<file path="src/rtl/coex_pkg.sv">
package coex_pkg;

    localparam int CFG_EN_BIT    = 0;
    localparam int CFG_AUTO_BIT  = 4;
    localparam int CFG_GUARD_LO  = 8;
    localparam int GUARD_W       = 8;
    localparam int CFG_SF_LO     = 16;
    localparam int SF_W          = 16;
    localparam int SPLIT_W       = 4;
    localparam int BOUND_W       = 32;

    typedef enum logic [1:0] {
        ST_IDLE    = 2'd0,
        ST_CLASSIC = 2'd1,
        ST_LE      = 2'd2,
        ST_GUARD   = 2'd3
    } coex_state_e;

    typedef struct packed {
        logic [SF_W-1:0]    sf_len;
        logic [GUARD_W-1:0] guard;
        logic [SPLIT_W-1:0] classic_slots;
    } frame_cfg_t;

    function automatic frame_cfg_t unpack_cfg(input logic [31:0] word,
                                              input logic [SPLIT_W-1:0] split);
        frame_cfg_t f;
        f.sf_len        = word[CFG_SF_LO +: SF_W];
        f.guard         = word[CFG_GUARD_LO +: GUARD_W];
        f.classic_slots = split;
        return f;
    endfunction

endpackage

</file>
<file path="src/rtl/coex_us_counter.sv">
module coex_us_counter
    import coex_pkg::*;
(
    input  logic             clk,
    input  logic             rst,
    input  logic             enable,
    input  logic             us_tick,
    input  frame_cfg_t       live_cfg,
    output logic             run,
    output logic [SF_W-1:0]  cnt,
    output frame_cfg_t       frame_cfg,
    output logic             sf_start
);
    logic [SF_W:0] cnt_next;
    logic          at_end;

    assign cnt_next = {1'b0, cnt} + 1'b1;
    assign at_end   = (cnt_next >= {1'b0, frame_cfg.sf_len});

    always_ff @(posedge clk) begin
        if (rst) begin
            run       <= 1'b0;
            cnt       <= '0;
            frame_cfg <= '0;
            sf_start  <= 1'b0;
        end else if (!enable) begin
            run      <= 1'b0;
            cnt      <= '0;
            sf_start <= 1'b0;
        end else if (!run) begin
            run       <= 1'b1;
            cnt       <= '0;
            frame_cfg <= live_cfg;
            sf_start  <= 1'b1;
        end else if (us_tick) begin
            if (at_end) begin
                cnt       <= '0;
                frame_cfg <= live_cfg;
                sf_start  <= 1'b1;
            end else begin
                cnt      <= cnt_next[SF_W-1:0];
                sf_start <= 1'b0;
            end
        end else begin
            sf_start <= 1'b0;
        end
    end
endmodule

</file>
<file path="src/rtl/coex_window_decode.sv">
module coex_window_decode
    import coex_pkg::*;
#(
    parameter int SLOT_US = 625
) (
    input  logic            run,
    input  logic [SF_W-1:0] cnt,
    input  frame_cfg_t      frame_cfg,
    output coex_state_e     sched_state
);
    logic [BOUND_W-1:0] t;
    logic [BOUND_W-1:0] classic_len;
    logic [BOUND_W-1:0] end_guard_a;
    logic [BOUND_W-1:0] end_classic;
    logic [BOUND_W-1:0] end_guard_b;

    always_comb begin
        t           = BOUND_W'(cnt);
        classic_len = BOUND_W'(frame_cfg.classic_slots) * BOUND_W'(SLOT_US);
        end_guard_a = BOUND_W'(frame_cfg.guard);
        end_classic = end_guard_a + classic_len;
        end_guard_b = end_classic + BOUND_W'(frame_cfg.guard);

        if (!run)                  sched_state = ST_IDLE;
        else if (t < end_guard_a)  sched_state = ST_GUARD;
        else if (t < end_classic)  sched_state = ST_CLASSIC;
        else if (t < end_guard_b)  sched_state = ST_GUARD;
        else                       sched_state = ST_LE;
    end
endmodule

</file>
<file path="src/rtl/coex_path_drive.sv">
module coex_path_drive
    import coex_pkg::*;
(
    input  coex_state_e sched_state,
    input  logic        auto_mode,
    output coex_state_e out_state,
    output logic        path_classic,
    output logic        path_le
);
    always_comb begin
        out_state    = auto_mode ? ST_IDLE : sched_state;
        path_classic = (out_state == ST_CLASSIC);
        path_le      = (out_state == ST_LE);
    end
endmodule

</file>
<file path="src/rtl/coex_slot_sched.sv">
module coex_slot_sched
    import coex_pkg::*;
#(
    parameter int SLOT_US = 625
) (
    input  logic               clk,
    input  logic               rst,
    input  logic               us_tick,
    input  logic [31:0]        cfg_word,
    input  logic [SPLIT_W-1:0] classic_slots,
    output logic [1:0]         state,
    output logic               path_classic,
    output logic               path_le,
    output logic               sf_start
);
    frame_cfg_t      live_cfg;
    frame_cfg_t      frame_cfg;
    logic            run;
    logic [SF_W-1:0] cnt;
    coex_state_e     sched_state;
    coex_state_e     out_state;

    assign live_cfg = unpack_cfg(cfg_word, classic_slots);

    coex_us_counter u_cnt (
        .clk       (clk),
        .rst       (rst),
        .enable    (cfg_word[CFG_EN_BIT]),
        .us_tick   (us_tick),
        .live_cfg  (live_cfg),
        .run       (run),
        .cnt       (cnt),
        .frame_cfg (frame_cfg),
        .sf_start  (sf_start)
    );

    coex_window_decode #(.SLOT_US(SLOT_US)) u_dec (
        .run         (run),
        .cnt         (cnt),
        .frame_cfg   (frame_cfg),
        .sched_state (sched_state)
    );

    coex_path_drive u_drv (
        .sched_state  (sched_state),
        .auto_mode    (cfg_word[CFG_AUTO_BIT]),
        .out_state    (out_state),
        .path_classic (path_classic),
        .path_le      (path_le)
    );

    assign state = out_state;
endmodule

</file>
<file path="config.mk">
export PLATFORM = sky130hd
export DESIGN_NAME = coex_slot_sched
export DESIGN_NICKNAME = d
export VERILOG_FILES = /design/src/rtl/coex_pkg.sv /design/src/rtl/coex_us_counter.sv /design/src/rtl/coex_window_decode.sv /design/src/rtl/coex_path_drive.sv /design/src/rtl/coex_slot_sched.sv
export SDC_FILE = /design/constraint.sdc
export NUM_CORES = 1
export LEC_CHECK = 0
export BUFFER_PORTS_ARGS = -buffer_cell sky130_fd_sc_hd__buf_2
export CAP_MARGIN = 20
export CORE_ASPECT_RATIO = 0.8
export CORE_UTILIZATION = 40
export DETAILED_ROUTE_END_ITERATION = 7
export PLACE_DENSITY = 0.6
export SYNTH_ARGS = -nofsm -noshare
export SYNTH_HDL_FRONTEND = slang
export SYNTH_SLANG_ARGS = --single-unit
</file>
<file path="constraint.sdc">
create_clock -name clk -period 12.6 [get_ports clk]
set_input_delay 1.89 -clock clk [delete_from_list [all_inputs] [get_ports clk]]
set_output_delay 1.89 -clock clk [all_outputs]
set_load 0.02 [all_outputs]
</file>
==> metrics.md <==
| Metric | Value |
|---|---|
| Most common cell in the netlist | `ha_1` |
| Max-slew violation count | `0` |
| Die Ht | `around 96 um` |
| Hold Crit Endpoint | `u_cnt.frame_cfg[21]` |
| Synth async-reset ratio | `0` |
| R2r startpoint | `u_cnt.cnt[2]` |
| Die area | `11,400 um^2` |
| Worst path bufs/invs | `1` |
| Critical path peak fanout | `7` |
| Critical path, cell by cell | `ha_1 > ha_1 > fa_1 > ha_1 > o211ai_1 > a21oi_1 > nor2b_1 > xnor2_1 > ha_1 > o21a_1 > o31ai_1 > a21oi_1 > nand3_1 > o21a_1 > ha_1 > nand4_1 > a2111o_1 > o211ai_1 > and4b_1 > buf_2` |
| Post-CTS setup buffer count | `0` |
| Ports | `between 40 and 50` |
| Rows | `33` |
| Mux share of post-synthesis cell area | `0.0637` |
| Final Power | `approximately 0.00044 W` |
| Peak supply drop | `~0.063 mV` |
| Sw Ratio | `0.318` |
| Yosys top cell by area | `ha_1` |
| Area growth, synth to finish | `11.1%` |
| WL final | `around 9500 um` |
| Critical R2R Capture | `u_cnt.cnt[12]` |
| Internal Dissipation | `around 0.0003 W` |
| Max Fclk | `roughly 130 MHz` |
| Compound-Gate Fraction of Synth Area | `0.159` |
| Min Tclk post-route | `between 7 and 8 ns` |
| Post-Synth Adder-Cell Area | `0.275` |
| H-Tree Depth | `2` |
| Post-synth top cells | `ha_1 (87), nor2_1 (53), inv_1 (52)` |
| Final setup violation count | `0` |
| DRT iter0 DRCs | `about 150` |
| Routability cong. | `just under 0.9` |
| Worst EP required | `10.71 ns` |
| Final hold violations | `0` |
| Net count after synthesis | `659` |
| Main combinational cell family by area after synthesis | `adder cells` |
| Min-Delay Path Depth | `2` |
| FF-to-FF path depth | `14` |
| Synth top area share | `0.247` |
| Post-Syn Area | `4400 um^2` |
| Critical Path Max Stage Delay | `between 0.5 and 0.6 ns` |
| Reg clk slew, reported paths | `around 0.070 ns` |
| Post-Syn Instances | `527` |
| Unrepaired setup endpoints after global routing | `false` |
| Vias in the first global route | `about 3,500` |
| Util after Layout | `0.466` |
| Antenna violations before repair | `0` |
| Leakage | `2.44 nW` |
| Clk pwr share | `0.363` |
| Switching power | `between 0.0001 and 0.00015 W` |
| Setup CP Type | `reg -> out` |
| Setup crit end kind | `primary output` |
| Rel. slew slack | `0.384` |
| First drt pass iteration count | `5` |
| Worst slew pin tran | `between 0.9 and 1 ns` |
| DR vias/cell | `around 5.3` |
| Die X | `119 um` |
| Grt ovf | `0` |
| Layout cells sized above 1 | `0.0929` |
| Startpoint Class | `register` |
| Synth Register Bits | `46` |
| Most Frequent Cell on Critical Path | `ha_1` |
| DR vias | `about 3,700` |
| Reg2reg setup slack | `approximately 8.5 ns` |
| Largest cells by area after synthesis | `ha_1 (25%), dfxtp_1 (21%), mux2i_1 (6.4%), xnor2_1 (4.8%), nor2_1 (4.5%)` |
| Tot GR Track Use | `0.180` |
| Logic pwr share | `0.277` |
| Power Density | `approximately 90 nW/um^2` |
| Worst-skew pair later-pin latency | `about 0.29 ns` |
| First-pass GRT wire length | `16,400 um` |
| Synth unique cells | `48` |
| CTS tree | `built` |
| Critical path's top delay family | `adder cells` |
| Status | `finished clean` |
| Hpwl dp | `about 7700 um` |
| Post_cts resized | `0` |
| Final nets | `slightly below 700` |
| Num CTS Buffers | `5` |
| Min-Delay Startpoint | `u_cnt.frame_cfg[21]` |
| Sequential area share after synthesis | `0.209` |
| TNS Setup | `0 ns` |
| Seq pwr share | `0.360` |
| Simple-Gate Fraction of Synth Area | `0.165` |
| WL per Instance | `approximately 14 um` |
| Synth Area in XOR/XNOR | `0.0677` |
| Synthesized area per cell | `roughly 8.4 um^2` |
| Detail Route Antenna Nets | `0` |
| CTS sink cnt | `46` |
| Final worst-path cycle share | `0.590` |
| Min-delay worst type | `reg -> reg` |
| Core ar. | `10,500 um^2` |
| Root Driver | `clkbuf_16` |
| Number of max-cap violations | `0` |
| DRC errors left | `0` |
| Diodes inserted | `0` |
| Dpl cell area | `4710 um^2` |
| IO Port Bufs | `37` |
| Yosys warnings | `0` |
| Initial core utilization | `0.420` |
| Longest Clk Path Bufs | `2` |
| CP arrival | `roughly 5.6 ns` |
| Critical-path top delay cell | `dfxtp_1` |
| Largest net degree at the start of global routing | `30` |
| Synth Flop Type | `dfxtp_1` |
| Hold bufs inserted after CTS | `0` |
| Clock Skew | `0.00653 ns` |
| Post-route cell area | `between 4000 and 5000 um^2` |
| Number of synthesized flops with an enable pin | `0` |
[flip-flops by register name (all words and copies together), names as in the netlist]
register	count
u_cnt.cnt	16
u_cnt.frame_cfg	28
u_cnt.run	1
u_cnt.sf_start	1
[cell type report]
type                       instances  area, um^2
fill                            1094        5600
multi-input combinational        416        3230
sequential                        46         921
inverter                          52         195
timing repair buffer              38         193
tap                              140         175
clock buffer                       5         125
clock inverter                     3        48.8
[power groups by stage]
stage               clock network [W]   logic, W  registers, W
finish                       0.000160   0.000122      0.000159
detailed placement                  0   0.000123      0.000162
floorplan                           0  0.0000960      0.000160
global route                 0.000171   0.000141      0.000160
CTS                          0.000165   0.000123      0.000159
global placement                    0   0.000119      0.000162
[metal layers]
| metal | global-route usage | wire length (um) |
|---|---|---|
| met4 | 0.0443 | 102 |
| met5 | 0 | 0 |
| met3 | 0.0344 | 402 |
| met1 | 0.243 | 4880 |
| met2 | 0.294 | 4090 |
[cell families after synthesis]
family | after synthesis
DFF | 46
AOI/OAI and AO/OA | 108
buffers and inverters | 65
and+or+nand+nor | 152
other | 1
muxes | 28
xor gates and xnor gates | 34
adders and majority gates | 93
[worst reg2reg max path: cells and delay by family, from the launching register on]
kind | cells | cell delay, ns
adders and majority gates | 1 | 0.32
AOI/OAI and AO/OA | 6 | 1.14
xor gates and xnor gates | 1 | 0.19
and+or+nand+nor | 6 | 1.88
DFF | 1 | 0.56
[cell usage in the layout, fill, tap and decap left out, drive strengths merged, types with 3 or more instances in the layout]
cell    count
and3        3
dfxtp      46
nand4      12
a21o       12
o21a        4
nand2      32
xor2       10
o31ai       3
nor2b       4
nor2       53
nor4        3
ha         87
a31oi       3
a21oi      35
nand3      24
fa          6
buf        38
inv        53
o21ai      23
nor3        4
o21bai      3
o211ai      4
a22o        5
clkbuf      5
a211oi      7
mux2i      28
xnor2      24
nand2b      6
a21boi      3
[worst max-delay path by stage]
stage | slack [ns] | from | cells past startpoint | to
final | 5.16 | u_cnt.frame_cfg[1] | 20 | path_le
after global routing | 4.70 | u_cnt.frame_cfg[1] | 20 | path_le
after CTS | 5.11 | u_cnt.frame_cfg[1] | 20 | path_le
after detailed placement | 5.46 | u_cnt.frame_cfg[1] | 20 | path_le
after global placement | 5.56 | u_cnt.frame_cfg[1] | 20 | path_le
after floorplan | 6.22 | u_cnt.frame_cfg[1] | 19 | path_le
[per-stage QoR]
stage / setup slack [ns] / std cells / hold slack (ns)
2_1_floorplan: 6.22 / 527 / 0.463
3_3_place_gp: 5.56 / 692 / 0.476
3_5_place_dp: 5.46 / 692 / 0.485
4_1_cts: 5.11 / 700 / 0.503
5_1_grt: 4.70 / 700 / 0.530
6_report: 5.16 / 700 / 0.495
(Power assumes the default switching activity.)
